<file path="src/rtl/clkrst_pkg.sv">
package clkrst_pkg;

  // Stretch length: the larger of the fixed minimum and the time-derived count
  function automatic int unsigned stretch_len(input int unsigned min_clks,
                                              input int unsigned time_clks);
    return (time_clks > min_clks) ? time_clks : min_clks;
  endfunction

  // Next divider phase, wrapping after div-1
  function automatic int unsigned phase_next(input int unsigned ph,
                                             input int unsigned div);
    return (ph >= div - 1) ? 0 : ph + 1;
  endfunction

  // Processor clock level for a phase: high in the first 'high' phases
  function automatic bit phase_high(input int unsigned ph,
                                    input int unsigned high);
    return ph < high;
  endfunction

endpackage

</file>
<file path="src/rtl/clkrst_divider.sv">
module clkrst_divider
  import clkrst_pkg::*;
#(
  parameter int unsigned DIV_RATIO   = 3,
  parameter int unsigned HIGH_STATES = 1
) (
  input  logic osc_clk,
  input  logic arst,
  output logic pclk,
  output logic periph_clk,
  output logic rise_evt,
  output logic fall_evt
);

  localparam int unsigned CW = (DIV_RATIO > 2) ? $clog2(DIV_RATIO) : 1;
  localparam logic [CW-1:0] LAST_PH = CW'(DIV_RATIO - 1);

  logic [CW-1:0] phase_q;
  logic [CW-1:0] phase_nxt;
  logic          pclk_nxt;

  always_comb begin
    phase_nxt = CW'(phase_next(int'(phase_q), DIV_RATIO));
    pclk_nxt  = phase_high(int'(phase_nxt), HIGH_STATES);
  end

  // Events describe what happens to pclk at the coming oscillator edge
  assign rise_evt = !pclk && pclk_nxt;
  assign fall_evt = pclk && !pclk_nxt;

  always_ff @(posedge osc_clk or posedge arst) begin
    if (arst) begin
      phase_q <= '0;
      pclk    <= 1'b0;
    end else begin
      phase_q <= phase_nxt;
      pclk    <= pclk_nxt;
    end
  end

  always_ff @(posedge osc_clk or posedge arst) begin
    if (arst)          periph_clk <= 1'b0;
    else if (fall_evt) periph_clk <= !periph_clk;
  end

  a_r1_rise_lands: assert property (@(posedge osc_clk) disable iff (arst)
    rise_evt |=> pclk);
  a_r1_fall_lands: assert property (@(posedge osc_clk) disable iff (arst)
    fall_evt |=> !pclk);
  a_r1_phase_range: assert property (@(posedge osc_clk) disable iff (arst)
    phase_q <= LAST_PH);
  a_r3_periph_toggle: assert property (@(posedge osc_clk) disable iff (arst)
    fall_evt |=> (periph_clk != $past(periph_clk)));
  a_r3_periph_hold: assert property (@(posedge osc_clk) disable iff (arst)
    !fall_evt |=> $stable(periph_clk));

endmodule

</file>
<file path="src/rtl/clkrst_stretch.sv">
module clkrst_stretch
  import clkrst_pkg::*;
#(
  parameter int unsigned MIN_RST_CLKS  = 4,
  parameter int unsigned TIME_RST_CLKS = 250
) (
  input  logic osc_clk,
  input  logic arst,
  input  logic tick,
  output logic busy
);

  localparam int unsigned LEN = stretch_len(MIN_RST_CLKS, TIME_RST_CLKS);
  localparam int unsigned CW  = $clog2(LEN + 1);
  localparam logic [CW-1:0] RELOAD = CW'(LEN);

  logic [CW-1:0] remain_q;

  // Held at the reload value for as long as the request stays high
  always_ff @(posedge osc_clk or posedge arst) begin
    if (arst)                        remain_q <= RELOAD;
    else if (tick && remain_q != '0) remain_q <= remain_q - CW'(1);
  end

  assign busy = (remain_q != '0);

  a_r5_count_down: assert property (@(posedge osc_clk) disable iff (arst)
    (tick && busy) |=> (remain_q == $past(remain_q) - CW'(1)));
  a_r5_idle_stays: assert property (@(posedge osc_clk) disable iff (arst)
    !busy |=> !busy);
  a_r6_no_overflow: assert property (@(posedge osc_clk) disable iff (arst)
    remain_q <= RELOAD);

endmodule

</file>
<file path="src/rtl/clkrst_sync.sv">
module clkrst_sync #(
  parameter int unsigned STAGES  = 2,
  parameter bit          RST_VAL = 1'b0
) (
  input  logic osc_clk,
  input  logic arst,
  input  logic en,
  input  logic d,
  output logic q
);

  logic [STAGES-1:0] chain_q;

  always_ff @(posedge osc_clk or posedge arst) begin
    if (arst)    chain_q <= {STAGES{RST_VAL}};
    else if (en) chain_q <= {chain_q[STAGES-2:0], d};
  end

  assign q = chain_q[STAGES-1];

  a_r7_moves_on_enable: assert property (@(posedge osc_clk) disable iff (arst)
    !en |=> $stable(chain_q));

endmodule

</file>
<file path="src/rtl/cpu_clkrst_cond.sv">
module cpu_clkrst_cond #(
  parameter int unsigned DIV_RATIO     = 3,
  parameter int unsigned HIGH_STATES   = 1,
  parameter int unsigned MIN_RST_CLKS  = 4,
  parameter int unsigned TIME_RST_CLKS = 250,
  parameter int unsigned SYNC_STAGES   = 2
) (
  input  logic osc_clk,
  input  logic rst_req,
  input  logic rdy_req,
  output logic pclk,
  output logic periph_clk,
  output logic rst_out,
  output logic rdy_out
);

  logic rise_evt;
  logic fall_evt;
  logic stretch_busy;

  clkrst_divider #(
    .DIV_RATIO  (DIV_RATIO),
    .HIGH_STATES(HIGH_STATES)
  ) u_div (
    .osc_clk   (osc_clk),
    .arst      (rst_req),
    .pclk      (pclk),
    .periph_clk(periph_clk),
    .rise_evt  (rise_evt),
    .fall_evt  (fall_evt)
  );

  clkrst_stretch #(
    .MIN_RST_CLKS (MIN_RST_CLKS),
    .TIME_RST_CLKS(TIME_RST_CLKS)
  ) u_stretch (
    .osc_clk(osc_clk),
    .arst   (rst_req),
    .tick   (rise_evt),
    .busy   (stretch_busy)
  );

  clkrst_sync #(
    .STAGES (SYNC_STAGES),
    .RST_VAL(1'b1)
  ) u_rst_sync (
    .osc_clk(osc_clk),
    .arst   (rst_req),
    .en     (rise_evt),
    .d      (stretch_busy),
    .q      (rst_out)
  );

  clkrst_sync #(
    .STAGES (SYNC_STAGES),
    .RST_VAL(1'b0)
  ) u_rdy_sync (
    .osc_clk(osc_clk),
    .arst   (rst_req),
    .en     (rise_evt),
    .d      (rdy_req),
    .q      (rdy_out)
  );

  a_r4_req_forces_rst: assert property (@(posedge osc_clk)
    rst_req |-> rst_out);
  a_r5_release_on_rise: assert property (@(posedge osc_clk) disable iff (rst_req)
    $fell(rst_out) |-> $past(rise_evt));
  a_r5_release_after_stretch: assert property (@(posedge osc_clk) disable iff (rst_req)
    $fell(rst_out) |-> !stretch_busy);
  a_r7_rdy_on_rise: assert property (@(posedge osc_clk) disable iff (rst_req)
    !$past(rise_evt) |-> $stable(rdy_out));
  a_r8_rdy_low_in_reset: assert property (@(posedge osc_clk)
    rst_req |-> !rdy_out);

endmodule

</file>
<file path="config.mk">
export PLATFORM = sky130hd
export DESIGN_NAME = cpu_clkrst_cond
export DESIGN_NICKNAME = d
export VERILOG_FILES = /design/src/rtl/clkrst_pkg.sv /design/src/rtl/clkrst_divider.sv /design/src/rtl/clkrst_stretch.sv /design/src/rtl/clkrst_sync.sv /design/src/rtl/cpu_clkrst_cond.sv
export SDC_FILE = /design/constraint.sdc
export NUM_CORES = 1
export LEC_CHECK = 0
export BUFFER_PORTS_ARGS = -buffer_cell sky130_fd_sc_hd__buf_4
export CELL_PAD_IN_SITES_DETAIL_PLACEMENT = 1
export CELL_PAD_IN_SITES_GLOBAL_PLACEMENT = 2
export CORE_MARGIN = 1.5
export CORE_UTILIZATION = 43
export CTS_BUF_LIST = sky130_fd_sc_hd__clkbuf_8
export CTS_CLUSTER_DIAMETER = 120
export CTS_CLUSTER_SIZE = 30
export DETAILED_ROUTE_END_ITERATION = 10
export PLACE_DENSITY_LB_ADDON = 0.1
export SLEW_MARGIN = 15
export SYNTH_ARGS = -nofsm -noshare
export SYNTH_HDL_FRONTEND = slang
export SYNTH_HIERARCHICAL = 1
export SYNTH_SLANG_ARGS = --single-unit
</file>
<file path="constraint.sdc">
create_clock -name osc_clk -period 3.25 [get_ports osc_clk]
set_clock_uncertainty 0.05 [all_clocks]
set_input_delay 0.65 -clock osc_clk [delete_from_list [all_inputs] [get_ports osc_clk]]
set_output_delay 0.65 -clock osc_clk [all_outputs]
set_load 0.01 [all_outputs]
</file>
Word-level counts from Yosys, hierarchy flattened
Index checks and enable logic that the tools add are counted.
{ "totals": {"out_inout_bits": 4, "inputBits": 3, "wordCells": 18, "ff_bits": 16} }
{ "classes": {"muxes": 1, "reduce_logical": 7, "n_lt_le_gt_ge": 2, "addsub": 2} }
{ "ops": {"columns": ["operator", "count"], "rows": [
  ["$reduce_bool A8 Y1", 1],
  ["$sub A8 B1 Y8 const B", 1],
  ["$logic_and A1 B1 Y1", 3],
  ["$logic_not A1 Y1", 3],
  ["$add A2 B1 Y2 const B", 1],
  ["$ge A2 B2 Y1 const B", 1],
  ["$lt A2 B1 Y1 const B", 1],
  ["$mux W2", 1]
]} }

Logic depth before layout (Yosys ltp)
{ "logic_depth": {"ltp_word": 5, "depth_mapped": 5} }

Cells and area by module
The synthesis kept the hierarchy.
{ "by_module_without_submodules": {"columns": ["module", "instances", "area_per_inst_um2", "cells_each"], "rows": [
  ["clkrst_stretch", 1, 420.4, 38],
  ["clkrst_divider", 1, 142.6, 11],
  ["clkrst_sync at u_rst_sync", 1, 78.8, 5],
  ["clkrst_sync at u_rdy_sync", 1, 76.3, 5]
]} }

Least setup slack after synthesis
Ideal clock, no wire load.
{ "synth_path": {"kind": "reg2reg", "startpoint": "reg u_div.pclk", "endpoint": "reg u_stretch.remain_q[7]", "setup_slack_ns": 1.390, "n_path_buf": 0, "arrival_ns": 1.728, "path_stages_with_launch": 5, "cell_sequence": "dfrtp_1 > nor2b_1 > or3b_2 > nor3_1 > mux2_2"} }
{ "synth_between": {"elab_chain_cells": 3} }
{ "synth_rtl": {"columns": ["element", "line", "text"], "rows": [
  ["start: declaration", "clkrst_divider.sv:9", "output logic pclk,"],
  ["start signal: assignment", "clkrst_divider.sv:37", "pclk <= pclk_nxt;"],
  ["$logic_not A1 Y1", "clkrst_divider.sv:28", "assign rise_evt = !pclk && pclk_nxt;"],
  ["$logic_and A1 B1 Y1", "clkrst_divider.sv:28", null],
  ["net rise_evt", "cpu_clkrst_cond.sv:17", "logic rise_evt;"],
  ["$logic_and A1 B1 Y1", "clkrst_stretch.sv:22", "else if (tick && remain_q != '0) remain_q <= remain_q - CW'(1);"],
  ["end signal: assignment", "clkrst_stretch.sv:22", null],
  ["end: declaration", "clkrst_stretch.sv:17", "logic [CW-1:0] remain_q;"]
]} }
The timed path passes the listed nets, and every way through them passes these cells.
A chain may end at the register's enable or synchronous reset.

Worst setup path in the final report
{ "layout_path": {"startpoint": "reg u_div.phase_q[1]", "endpoint": "reg u_stretch.remain_q[7]"} }
{ "layout_between": {"elab_chain_cells": 5, "word_cells_on_any_way": 6, "cone_classes": "add/sub (1); order compare (2); mux (1); reduce/logical (2)"} }
{ "layout_rtl": {"columns": ["element", "line", "text"], "rows": [
  ["start: declaration", "clkrst_divider.sv:18", "logic [CW-1:0] phase_q;"],
  ["start signal: assignment", "clkrst_divider.sv:36", "phase_q <= phase_nxt;"],
  ["$add A2 B1 Y2 / $ge A2 B2 Y1 (equally long branches)", "clkrst_pkg.sv:12", "return (ph >= div - 1) ? 0 : ph + 1;"],
  ["$mux W2 (*)", "clkrst_pkg.sv:12", null],
  ["$lt A2 B1 Y1 (*)", "clkrst_pkg.sv:18", "return ph < high;"],
  ["$logic_and A1 B1 Y1 (*)", "clkrst_divider.sv:28", null],
  ["net rise_evt", "cpu_clkrst_cond.sv:17", null],
  ["$logic_and A1 B1 Y1 (*)", "clkrst_stretch.sv:22", null]
]} }
The timed path passes the listed nets; every way through them passes the cells marked *.

==> impl_metrics.yaml <==
timing:
  tightest_slew_ns: 0.691
  setup_tns_ns: 0
  finalHoldViolCount: 0
  fin_crit_sh: 0.622
  fmax_ghz: 0.495
  fin_ws_ns: 1.23
  layout_min_cycle_time_ns: 2.02
  rsz0062_at_grt: "no"
  setup-violations-final: 0
  holdWs_ns: 0.233
  drv_slew: 0
  slew_headroom: 0.535
placement:
  place_area_um2: 779
  port_buffers: 6
  dp_slack_ns: 1.22
  place_hpwl_um: 855
  gp_congestion: 0.737
job:
  drv_cap: 0
final_layout:
  area_growth_syn_to_layout_pct: 14.8
  regArea_um2: 410
  drive_gt1_frac: 0.412
  nets: 73
  antennaDiodeCount: 0
  multi_input_area_um2: 278
  stdcell_area_um2: 825
  fill_cells: 170
  post-route-util: 0.535
global_routing:
  track_usage: 0.133
  gr-total-overflow: 0
  grt_max_degree: 10
  grt_pass1_wl_um: 1830
  grt_antenna_before_repair: 0
  grt_pass1_vias: 427
floorplanning:
  initial_core_util: 0.466
  fp.dieArea_um2: 1920
  die_h_um: 43.9
  rows: 14
  die_w_um: 43.9
  io_pins: 7
  core_region_area_um2: 1540
yosys:
  synthesis.area_um2: 718
  synth-seq-area-share: 0.571
  synth_seq_cells: 16
  ys_types: 27
  synthesis.nets: 63
  syn_inst: 59
  syn_avg_cell_area_um2: 12.2
  yosysWarnings: 6
worst_setup_path:
  crit_path_cell_trace: "nor2b_1 > or3b_2 > nor3_1 > mux2_2"
  crit_required_ns: 3.37
  path_max_fanout: 7
  r2r.worst_path.cells: 4
  slowest_delay_ns: 0.53
  path_delay_family: "simple AND/OR/NAND/NOR gates"
  crit_type: "reg2reg"
  crit_buf_inv: 0
  arrival_ns: 2.14
  crit_path_end_kind: "flop"
  slowest_stage: "or3b_2"
  path_depth: 4
  startpoint_type: "flop"
clock_network:
  root_buffer: "clkbuf_8"
  cts-hold-fix-buffers: 0
  worstSkewPairLatency_ns: 0.24
  cts_post_setup_buffers_inserted: 0
  cts_resized: 0
  cts_sinks: 16
  path_clk_slew_ns: 0.06
  cts_made_buffers: 3
  cts_tree: "done"
  clockBufferDepth: 2
  cts_htree_levels: 1
power:
  p_per_area_nw_per_um2: 431
  ir_drop_mv: 0.272
  p_leak_nw: 0.411
drt:
  vias: 439
  drt_iter0_drc: 1
  post_drt_via_cell_ratio: 5.23
  postRouteAntennaNets: 0
  wl_per_cell_um: 13.2
  routed_wirelength_um: 1110
  drc: 0
  dr.pass1.iters: 4
worst_hold_path:
  min_path_type: "in2async"
status:
  status: "completed"
-- sequential cells by signal, summed over array words and instances (netlist names) --
| signal | count |
|---|---|
| u_div/phase_q | 2 |
| u_div/pclk | 1 |
| u_rst_sync/chain_q | 2 |
| u_div/periph_clk | 1 |
| u_rdy_sync/chain_q | 2 |
| u_stretch/remain_q | 8 |
-- placed cells by master (no fill, tap or decap), types with 2 or more instances in the layout --
cell type / synthesis / layout
clkbuf_8: 0 / 3
dfstp_2: 8 / 8
a211oi_1: 2 / 2
nor2_1: 3 / 3
nor3_1: 2 / 2
mux2_2: 5 / 5
buf_4: 0 / 6
xor2_1: 4 / 4
nand2_1: 2 / 2
inv_1: 7 / 8
dfrtp_1: 8 / 8
-- Yosys cell counts (all sizes together) --
cell type,instances,area [µm²]
or4b,1,10.0
xor2,4,35.0
inv,7,26.3
o21ai,1,5.00
nor3,2,10.0
a2111oi,1,8.76
a311oi,1,8.76
dfrtp,8,200
a211oi,2,15.0
dfstp,8,210
nor2,3,11.3
or3b,1,8.76
or4,1,11.3
mux2i,1,10.0
nand3,1,5.00
a21o,1,8.76
nor2b,2,15.0
nor4,1,6.26
ha,1,12.5
or3,1,7.51
a31o,1,8.76
and2b,1,7.51
nand2,2,7.51
mux2,5,56.3
xnor2,1,8.76
clkbuf,1,3.75
-- where the power goes --
part	switching, mW	total (mW)	internal (mW)	leakage (nW)
Clock	0.0616	0.145	0.0834	0.0269
Sequential	0.000591	0.202	0.201	0.186
Combinational	0.00522	0.00877	0.00355	0.198
-- logic make-up (layout without fill, tap and decap cells) --
group	count (synthesis)	in the layout	synth area share
simple gates	16	16	0.139
flops	16	16	0.571
buf+inv	8	17	0.0418
xor+xnor	5	5	0.0610
compound gates	7	7	0.0767
mux	6	6	0.0923
fa+ha+maj	1	1	0.0174
-- worst reg2reg max path: stages, from the launching register on --
cell and delay [ns]:
dfrtp_1 0.41, nor2b_1 0.43, or3b_2 0.53, nor3_1 0.18
mux2_2 0.35
-- worst paths after layout --
path / startpoint / end / slack (ns)
worst min register to register: u_div/phase_q[0]$_DFF_PP0_ / u_div/phase_q[0]$_DFF_PP0_ / 0.37
worst max register to register: u_div/phase_q[1]$_DFF_PP0_ / u_stretch/remain_q[7]$_DFFE_PP1P_ / 1.23
worst max-delay path: u_div/phase_q[1]$_DFF_PP0_ / u_stretch/remain_q[7]$_DFFE_PP1P_ / 1.23
min in group osc_clk: u_div/phase_q[0]$_DFF_PP0_ / u_div/phase_q[0]$_DFF_PP0_ / 0.37
max in group asynchronous: rst_req / u_stretch/remain_q[5]$_DFFE_PP1P_ / 2.54
worst min-delay path: rst_req / u_rdy_sync/chain_q[0]$_DFFE_PP0P_ / 0.23
-- through the flow --
step	power (mW)	instances
2_1_floorplan	0.209	59
3_3_place_gp	0.214	80
3_5_place_dp	0.214	80
4_1_cts	0.364	84
5_1_grt	0.373	84
6_report	0.355	84
-- cell type report --
type / count / area share
clock buffers: 3 / 0.0501
well taps: 16 / 0.0243
inverters: 7 / 0.0319
flip-flops and latches: 16 / 0.498
multi-input cells: 35 / 0.337
repair buffers: 6 / 0.0546
clock inverters: 1 / 0.00455
-- layer usage --
layer,share of wire,track usage,wire length (µm)
met2,0.47,0.203,520
met4,0,0.0364,0
met5,0,0,0
met3,0.036,0.0500,40
met1,0.50,0.176,551
Note: power is estimated with default switching activity, not from simulation.
